`config.mk`:
```
export PLATFORM = sky130hd
export DESIGN_NAME = raw_stall_unit
export DESIGN_NICKNAME = d
export VERILOG_FILES = /design/src/rtl/hzd_pkg.sv /design/src/rtl/hzd_dst_pick.sv /design/src/rtl/hzd_cmp.sv /design/src/rtl/hzd_stall_ctl.sv /design/src/rtl/raw_stall_unit.sv
export SDC_FILE = /design/constraint.sdc
export NUM_CORES = 1
export LEC_CHECK = 0
export BUFFER_PORTS_ARGS = -buffer_cell sky130_fd_sc_hd__buf_2
export CAP_MARGIN = 10
export CORE_AREA = 2 2 39 41
export DETAILED_ROUTE_END_ITERATION = 7
export DIE_AREA = 0 0 41 43
export PLACE_DENSITY = 0.79
export SLEW_MARGIN = 20
export SYNTH_ARGS = -nofsm -noshare
export SYNTH_HDL_FRONTEND = slang
export SYNTH_HIERARCHICAL = 1
export SYNTH_SLANG_ARGS = --single-unit
```
`constraint.sdc`:
```
create_clock -name vclk -period 1.4
set_clock_uncertainty 0.2 [all_clocks]
set_input_delay 0 -clock vclk [all_inputs]
set_output_delay 0 -clock vclk [all_outputs]
set_load 0.01 [all_outputs]
```
`src/rtl/hzd_pkg.sv`:
```
package hzd_pkg;
   localparam int NUM_PRODUCERS = 3;
   typedef enum logic [1:0] {
      PROD_EX  = 2'd0,
      PROD_MEM = 2'd1,
      PROD_WB  = 2'd2
   } hzd_prod_e;
endpackage

```
`src/rtl/hzd_dst_pick.sv`:
```
module hzd_dst_pick #(
   parameter int AW = 5
) (
   input  logic          use_rd,
   input  logic [AW-1:0] rt_field,
   input  logic [AW-1:0] rd_field,
   output logic [AW-1:0] dst
);
   if (AW < 1) begin : g_bad_aw
      $error("hzd_dst_pick: AW must be positive");
   end

   assign dst = use_rd ? rd_field : rt_field;
endmodule

```
`src/rtl/hzd_cmp.sv`:
```
module hzd_cmp #(
   parameter int AW          = 5,
   parameter bit ZERO_FILTER = 1'b1
) (
   input  logic          wr_en,
   input  logic [AW-1:0] dst,
   input  logic [AW-1:0] src_a,
   input  logic [AW-1:0] src_b,
   input  logic          src_a_used,
   input  logic          src_b_used,
   output logic          hit
);
   logic eq_a, eq_b, dst_live;

   assign eq_a = (dst == src_a) && src_a_used;
   assign eq_b = (dst == src_b) && src_b_used;

   if (ZERO_FILTER) begin : g_zero_const
      assign dst_live = wr_en && (dst != '0);
   end else begin : g_zero_plain
      assign dst_live = wr_en;
   end

   assign hit = dst_live && (eq_a || eq_b);

   always_comb begin
      if (hit) begin

         hit_needs_wr_chk: assert (wr_en) else $error("hit with write disabled");

         hit_needs_used_chk: assert (src_a_used || src_b_used) else $error("hit with no used source");

         hit_zero_chk: assert (!ZERO_FILTER || dst != '0) else $error("hit on register zero");
      end
   end
endmodule

```
`src/rtl/hzd_stall_ctl.sv`:
```
module hzd_stall_ctl #(
   parameter int N = 3
) (
   input  logic [N-1:0] hits,
   output logic         pc_we,
   output logic         ifid_we,
   output logic         idex_bubble
);
   if (N < 1) begin : g_bad_n
      $error("hzd_stall_ctl: N must be positive");
   end

   logic stall;
   assign stall       = |hits;
   assign pc_we       = ~stall;
   assign ifid_we     = ~stall;
   assign idex_bubble = stall;
endmodule

```
`src/rtl/raw_stall_unit.sv`:
```
module raw_stall_unit #(
   parameter int AW          = 5,
   parameter bit ZERO_FILTER = 1'b1
) (
   input  logic [AW-1:0] dec_rs_idx,
   input  logic [AW-1:0] dec_rt_idx,
   input  logic          dec_rs_used,
   input  logic          dec_rt_used,
   input  logic          ex_wr_en,
   input  logic          ex_dst_sel,
   input  logic [AW-1:0] ex_rt_idx,
   input  logic [AW-1:0] ex_rd_idx,
   input  logic          mem_wr_en,
   input  logic [AW-1:0] mem_wr_idx,
   input  logic          wb_wr_en,
   input  logic [AW-1:0] wb_wr_idx,
   output logic          pc_we,
   output logic          ifid_we,
   output logic          idex_bubble
);
   import hzd_pkg::*;

   localparam int NP = NUM_PRODUCERS;

   if (AW < 1 || AW > 8) begin : g_bad_aw
      $error("raw_stall_unit: AW out of range");
   end

   logic [AW-1:0] ex_dst;
   logic [AW-1:0] prod_dst [NP];
   logic [NP-1:0] prod_en;
   logic [NP-1:0] prod_hit;

   hzd_dst_pick #(.AW(AW)) u_pick (
      .use_rd   (ex_dst_sel),
      .rt_field (ex_rt_idx),
      .rd_field (ex_rd_idx),
      .dst      (ex_dst)
   );

   assign prod_dst[PROD_EX]  = ex_dst;
   assign prod_dst[PROD_MEM] = mem_wr_idx;
   assign prod_dst[PROD_WB]  = wb_wr_idx;
   assign prod_en[PROD_EX]   = ex_wr_en;
   assign prod_en[PROD_MEM]  = mem_wr_en;
   assign prod_en[PROD_WB]   = wb_wr_en;

   for (genvar g = 0; g < NP; g++) begin : g_prod
      hzd_cmp #(.AW(AW), .ZERO_FILTER(ZERO_FILTER)) u_cmp (
         .wr_en      (prod_en[g]),
         .dst        (prod_dst[g]),
         .src_a      (dec_rs_idx),
         .src_b      (dec_rt_idx),
         .src_a_used (dec_rs_used),
         .src_b_used (dec_rt_used),
         .hit        (prod_hit[g])
      );
   end

   hzd_stall_ctl #(.N(NP)) u_ctl (
      .hits        (prod_hit),
      .pc_we       (pc_we),
      .ifid_we     (ifid_we),
      .idex_bubble (idex_bubble)
   );

   always_comb begin

      hold_pair_chk: assert (pc_we == ifid_we) else $error("pc and fetch enables differ");

      bubble_pol_chk: assert (idex_bubble != pc_we) else $error("bubble not opposite of pc enable");

      if (idex_bubble) begin
         stall_src_chk: assert (ex_wr_en || mem_wr_en || wb_wr_en) else $error("stall with no writer");
      end

      if (!dec_rs_used && !dec_rt_used) begin
         no_src_chk: assert (!idex_bubble) else $error("stall with no sources read");
      end
   end
endmodule

```
After elaboration in Yosys (flattened, before gate mapping)
Cells that the tools add are included.

cells by class
  equal/unequal tests = 6
  mux-type cells = 1
  bitwise gates (word level) = 1
  reductions and logical operators = 19

operators with widths
  cell               number
  $eq 5x5->1         6
  $reduce_bool 5->1  3
  $logic_and 1x1->1  12
  $mux 5             1
  $logic_or 1x1->1   3
  $reduce_or 3->1    1
  $not 1->1          1

storage, ports and cells
  bits in registers = 0
  bits of input ports = 36
  output and inout bits = 3
  word-level logic and storage cells = 27

Depth between registers and ports, before layout
Gate-level depths: netlist of run 1.

  depth in word-level cells = 7
  depth in mapped cells = 7
  gate-level depth less buffers = 6

Modules after synthesis
Netlist of run 1, hierarchy kept.

modules (own cells, without submodules)
  module         times used  cells each  area each (µm²)
  hzd_cmp        3           17          133.9
  hzd_dst_pick   1           5           56.3
  hzd_stall_ctl  1           3           18.8

Worst setup path before layout of run 1
OpenSTA, ideal clock, no wires.

  path type = input -> output
  start = input port ex_dst_sel
  end = output port pc_we
  data arrival time = 1.575 ns
  required time = 1.200 ns
  path slack = -0.375 ns
  cell stages on the path = 6
  path buffers = 1
  cells stage by stage = mux2_2 > or4_1 > o21ai_1 > a21oi_1 > nor3_1 > buf_4

between the ends
  cells in the longest elaborated chain, start to end = 7
  elaborated cells between the ends (all ways) = 11
  classes of those cells = eq/ne (2); mux (1); bitwise (1); reduce/logical (7)

RTL lines
  element                                      RTL line                      source
  start, declared                              raw_stall_unit.sv:10          input logic ex_dst_sel,
  $mux 5 (*)                                   hzd_dst_pick.sv:13            assign dst = use_rd ? rd_field : rt_field;
  $eq 5x5->1, on equally long branches         hzd_cmp.sv:15, hzd_cmp.sv:16
  $logic_and 1x1->1, on equally long branches  hzd_cmp.sv:15, hzd_cmp.sv:16
  $logic_or 1x1->1                             hzd_cmp.sv:24                 assign hit = dst_live && (eq_a || eq_b);
  $logic_and 1x1->1 (*)                        hzd_cmp.sv:24
  named net prod_hit[0]                        raw_stall_unit.sv:32          logic [NP-1:0] prod_hit;
  $reduce_or 3->1 (*)                          hzd_stall_ctl.sv:14           assign stall = |hits;
  $not 1->1 (*)                                n/a
  end, declared                                raw_stall_unit.sv:17          output logic pc_we,

Mark *: on every way through the listed nets, which the timed path passes. The rest lies on a longest branch.

Worst setup path in the final report of run 1
  start = input port ex_dst_sel
  end = output port idex_bubble

between the ends
  cells in the longest elaborated chain, start to end = 6
  elaborated cells between the ends (all ways) = 10
  classes of those cells = eq/ne (2); mux (1); reduce/logical (7)

RTL lines
  element                                      RTL line                      source
  $mux 5 (*)                                   hzd_dst_pick.sv:13
  named net ex_dst[0]                          raw_stall_unit.sv:29          logic [AW-1:0] ex_dst;
  $eq 5x5->1, on equally long branches         hzd_cmp.sv:15, hzd_cmp.sv:16
  $logic_and 1x1->1, on equally long branches  hzd_cmp.sv:15, hzd_cmp.sv:16
  $logic_or 1x1->1                             hzd_cmp.sv:24
  $logic_and 1x1->1 (*)                        hzd_cmp.sv:24
  named net prod_hit[0]                        raw_stall_unit.sv:32
  $reduce_or 3->1 (*)                          hzd_stall_ctl.sv:14
  end, declared                                raw_stall_unit.sv:19          output logic idex_bubble

Marks and branches as above.

==> summary.txt, run 1 <==
Slew Viols, Final = 0
ANT nets after route = 0
LEAKAGE = 0.0004124 uW
antenna violations before repair = 0
Max IR drop VDD = 0.1648 mV
area delta synth->final = 82.94%
clock share of power = 0
result of the run = finished, violations left
largest net degree at the start of global routing = 6
routability cong. = 0.7791
RSZ-0062 raised after global routing = yes
Seq/Total Area, Yosys = 0
Setup Crit Path Kind = in -> out
area of the multi-input gates = 519.2 um2
die extent in y = 43 um
Mapped Cells = 59
post-layout min period = 1.787 ns
Combinational Power Share = 1.000
most instantiated library cell after synthesis = xor2_1
Sw Ratio = 0.4542
final wirelength = 1698 um
PD cells = 310.7 nW/um2
Tot GR Track Use = 0.2020
dpl cell area = 810.8 um2
vias per cell = 5.055
first-pass iteration count of the detailed router = 4
Worst EP arrival = 1.59 ns
Nets = 150
Max Cap Viol = 0
wire per inst = 13.27 um
global-route wire length before repair = 2511 um
library cells used by synthesis = 12
detailed-route via count = 647
Sequential Power Share = 0
seq_cells = 0
max_slew headroom = 0.7687
largest area contributor in the synthesized netlist = xor2_1
core box area = 1384 um2
setup ws final = -0.3867 ns
Period Utilization, post-route = 1.276
# IOs = 39
FILL cells = 122
total congestion overflow = 0
post-DP HPWL = 1408 um
layout cells sized above 1 = 0.6161
CP startpoint kind = primary input
Yosys top cell area share = 0.4409
worst hold slack = 0.2805 ns
port buffer count = 39
cell area after layout = 872.1 um2
Initial Utilization = 0.3445
Psw = 123.1 uW
worst-margin pin slew = 0.3439 ns
Critical Path End Type = output pin
cell-internal power = 147.9 uW
Die W = 41 um
flip-flop and latch area = 0 um2
clkbuf count = 0
DRC Markers = 0
DP Worst Slack = -0.4932 ns
failing checks = setup timing
Yosys warnings = 6
vias in the first global route = 606
endpoints failing hold = 0
syn_area_per_cell = 8.080 um2
top cells by area, synth = xor2_1, mux2_2, xnor2_1
ANT cells = 0
setup TNS = -1.086 ns
synth cell count leaders = xor2_1, nand3_1, xnor2_1
die area = 1763 um2
Overall Power = 271.0 uW
row cnt = 14
Initial DRC Count = 12
post-synthesis cell area = 476.7 um2
Fmax = 0.5597 GHz
Mapped Nets = 95
final setup fails = 3
Worst Hold Class = in -> out
Worst Path Required = 1.20 ns
crit path max fanout = 5
-- kinds of logic after synthesis --
family	Yosys count	share of synthesized area
compound gates	6	0.06297
xor+xnor	30	0.5512
buf+inv	1	0.01575
mux	5	0.1181
simple gates	17	0.2520
-- layout by cell type (no fill, tap or decap) --
cell type  netlist  final
nor4_2           3      4
or3_4            0      1
a21oi_1          3      2
buf_12           0      1
xor2_1          24     23
or4_1            3      2
buf_6            0      2
or4_4            0      1
nor4_1           3      2
mux2_2           5      1
o21ai_2          0      1
nor3_2           0      1
xor2_2           0      1
buf_4            1     14
xnor2_1          6      6
a21oi_2          0      1
buf_2            0     37
mux2_4           0      4
nand3_1          6      6
o21ai_1          3      2
-- power by group through the flow --
stage / registers, uW / logic [uW] / clock network (uW)
after global placement: 0 / 236 / 0
after CTS: 0 / 268 / 0
after detailed placement: 0 / 244 / 0
final: 0 / 271 / 0
after floorplan: 0 / 118 / 0
after global routing: 0 / 294 / 0
-- path summary, 6_finish.rpt --
kind / cells after the start / start / slack [ns] / to
worst max-delay path: 7 / ex_dst_sel / -0.39 / idex_bubble
worst min-delay path: 5 / ex_wr_en / 0.28 / idex_bubble
-- final cells by class --
class	instances	share of cell area
Timing Repair Buffer	54	0.3816
Tap cell	16	0.02296
Multi-Input combinational cell	58	0.5954
-- stage by stage --
stage / cells / utilization
global placement: 127 / 0.5859
CTS: 128 / 0.6266
floorplan: 59 / -
finish: 128 / 0.6302
detailed placement: 127 / 0.5859
global route: 128 / 0.6302
-- per-layer routing --
layer,track usage,wire [um],vias up
met5,0,0,-
met3,0.01571,200,0
met4,0,0,0
met2,0.4063,897,39
met1,0.2190,601,288
li1,-,-,320
-- worst max-delay path, cell delays in order --
cell     delay [ns]
buf_12         0.11
mux2_4         0.30
or4_4          0.54
o21ai_2        0.14
a21oi_2        0.05
or3_4          0.33
buf_6          0.13
-- repair_timing --
action                     CTS  global route
hold buffers                 0             0
gates resized for setup     11             1
pin swaps                    6             1
setup endpoints to repair    3             3
setup buffers                1             0
Note: power is estimated with default switching activity, not from simulation.
==> inputs of run 2 (changes only) <==
--- a/config.mk
+++ b/config.mk
@@ -10,9 +10,10 @@
 export CORE_AREA = 2 2 39 41
 export DETAILED_ROUTE_END_ITERATION = 7
 export DIE_AREA = 0 0 41 43
-export PLACE_DENSITY = 0.79
+export PLACE_DENSITY = 0.76
 export SLEW_MARGIN = 20
 export SYNTH_ARGS = -nofsm -noshare
 export SYNTH_HDL_FRONTEND = slang
 export SYNTH_HIERARCHICAL = 1
 export SYNTH_SLANG_ARGS = --single-unit
+export TNS_END_PERCENT = 10
==> constraint.sdc (replaced) <==
create_clock -name vclk -period 2.3
set_clock_uncertainty 0.2 [all_clocks]
set_input_delay 0 -clock vclk [all_inputs]
set_output_delay 0 -clock vclk [all_outputs]
set_load 0.01 [all_outputs]
==> summary.txt, run 2 (synthesis gave the netlist of run 1 again) <==
result of the run = complete, no violations
Max IR drop VDD = 0.07609 mV (-54%)
DP Worst Slack = 0.3847 ns (+0.8779 ns)
routability cong. = 0.7964 (+2.2%)
Highest Signal Layer = met4
vias in the first global route = 576 (-5.0%)
Sw Ratio = 0.5021 (+0.04783)
Initial Utilization = 0.3445 (unchanged)
setup ws final = 0.3924 ns (+0.7791 ns)
detailed-route via count = 562 (-13%)
final wirelength = 1370 um (-19%)
cell-internal power = 63.03 uW (-57%)
seq_cells = 0 (unchanged)
row cnt = 14 (unchanged)
ANT nets after route = 0 (unchanged)
crit path max fanout = 5 (unchanged)
layout cells sized above 1 = 0.4845 (-0.1315)
Initial DRC Count = 1 (-11)
Largest stage delay, worst path = 0.52 ns (-0.02 ns)
crit path to = idex_bubble
Die W = 41 um (unchanged)
crit-path cells = buf_2 -> mux2_2 -> or4_1 -> o21ai_1 -> a21oi_1 -> or3_1 -> buf_2
final setup fails = 0 (-3)
CP startpoint kind = primary input
ANT cells = 0 (unchanged)
Fmax = 0.5242 GHz
clock share of power = 0 (unchanged)
largest net degree at the start of global routing = 6 (unchanged)
Tot GR Track Use = 0.1738 (-0.02817)
Worst Path Required = 2.10 ns (+0.90 ns)
antenna violations before repair = 0 (unchanged)
Worst Hold Class = in -> out
clkbuf count = 0 (unchanged)
worst-margin pin slew = 0.2809 ns (-0.06293 ns)
Post-CTS Resized = 0 (-11)
Sequential Power Share = 0 (unchanged)
core box area = 1384 um2 (unchanged)
flip-flop and latch area = 0 um2 (unchanged)
total congestion overflow = 0 (unchanged)
post-DP HPWL = 1286 um (-8.6%)
endpoints failing hold = 0 (unchanged)
wire per inst = 12.12 um (-8.6%)
vias per cell = 4.973 (-1.6%)
post-layout min period = 1.908 ns
port buffer count = 39 (unchanged)
Worst EP arrival = 1.71 ns (+0.12 ns)
most common cell after layout, fill and taps aside = buf_2
PD cells = 185.0 nW/um2 (-40%)
commonest non-fill, non-tap cells in the layout = buf_2, xor2_1, xnor2_1, nand3_1, mux2_2
CP max stage cell = or4_1
Setup Crit Path Kind = in -> out
global-route wire length before repair = 2228 um (-11%)
Hold-fix buffers, CTS = 0 (unchanged)
area of the multi-input gates = 469.2 um2 (-9.6%)
FILL cells = 151 (+24%)
LEAKAGE = 0.0003100 uW (-25%)
worst hold slack = 0.2805 ns (+0.00001100 ns)
metal3 WL = 79 um (-61%)
RSZ-0062 raised after global routing = no
Slew Viols, Final = 0 (unchanged)
first-pass iteration count of the detailed router = 4 (unchanged)
met1 wire length = 567 um (-5.7%)
max_slew headroom = 0.8110 (+0.04234)
critical path's most frequent cell = buf_2
Critical Path End Type = output pin
final core occ = 0.4946 (-0.1356)
Combinational Power Share = 1.000 (about the same)
area delta synth->final = 43.57%
Max Cap Viol = 0 (unchanged)
WL met2 = 712 um (-21%)
Period Utilization, post-route = 0.8294
Worst Setup SP = ex_dst_sel
Psw = 63.56 uW (-48%)
# IOs = 39 (unchanged)
die area = 1763 um2 (unchanged)
Worst Hold Depth = 5 (unchanged)
die extent in y = 43 um (unchanged)
Post-CTS Setup Repair Bufs = 0 (-1)
setup TNS = 0 ns (+1.086 ns)
DRC Markers = 0 (unchanged)
Nets = 135 (-10%)
-- run 2: cell types whose count changed in the layout (fill, tap and decap cells not counted), moves of 2 or more --
cell    delta
buf_2      +2
buf_4     -14
buf_6      -2
mux2_2     +4
mux2_4     -4
-- run 2: per-layer routing --
metal	global-route usage	vias up
li1	-	289
met1	0.2184	252
met2	0.3188	19
met3	0.005236	2
met4	0.01333	0
met5	0	-
-- run 2: critical path, delay by kind of cell --
kind                   cells  cell delay, ns
buffers and inverters      2            0.28
multiplexers               1            0.38
AND/OR/NAND/NOR            2            0.85
AO/OA/AOI/OAI              2            0.19
-- run 2: cell type report --
type / count / share of cell area
Multi-Input combinational cell: 58 / 0.6856
Timing Repair Buffer: 39 / 0.2852
Tap cell: 16 / 0.02925
-- run 2: how the worst min path moves through the flow --
| stage | from | end | slack [ns] |
|---|---|---|---|
| 2_1_floorplan | wb_wr_en | ifid_we | 0.05 |
| 3_3_place_gp | wb_wr_en | pc_we | 0.27 |
| 3_5_place_dp | wb_wr_en | pc_we | 0.28 |
| 4_1_cts | wb_wr_en | pc_we | 0.28 |
| 5_1_grt | wb_wr_en | pc_we | 0.34 |
| 6_report | wb_wr_en | pc_we | 0.28 |
-- run 2: stage by stage --
| stage | std cells | area (um2) | power [uW] |
|---|---|---|---|
| 2_1_floorplan | 59 | 476.7 | 68.30 |
| 3_3_place_gp | 113 | 684.4 | 123.4 |
| 3_5_place_dp | 113 | 684.4 | 126.8 |
| 4_1_cts | 113 | 684.4 | 127.4 |
| 5_1_grt | 113 | 684.4 | 139.7 |
| 6_report | 113 | 684.4 | 126.6 |
-- run 2: power by group through the flow --
stage	Combinational, uW	Clock, uW	Sequential (uW)
floorplan	68.3	0	0
global placement	123	0	0
detailed placement	127	0	0
CTS	127	0	0
global route	140	0	0
finish	127	0	0
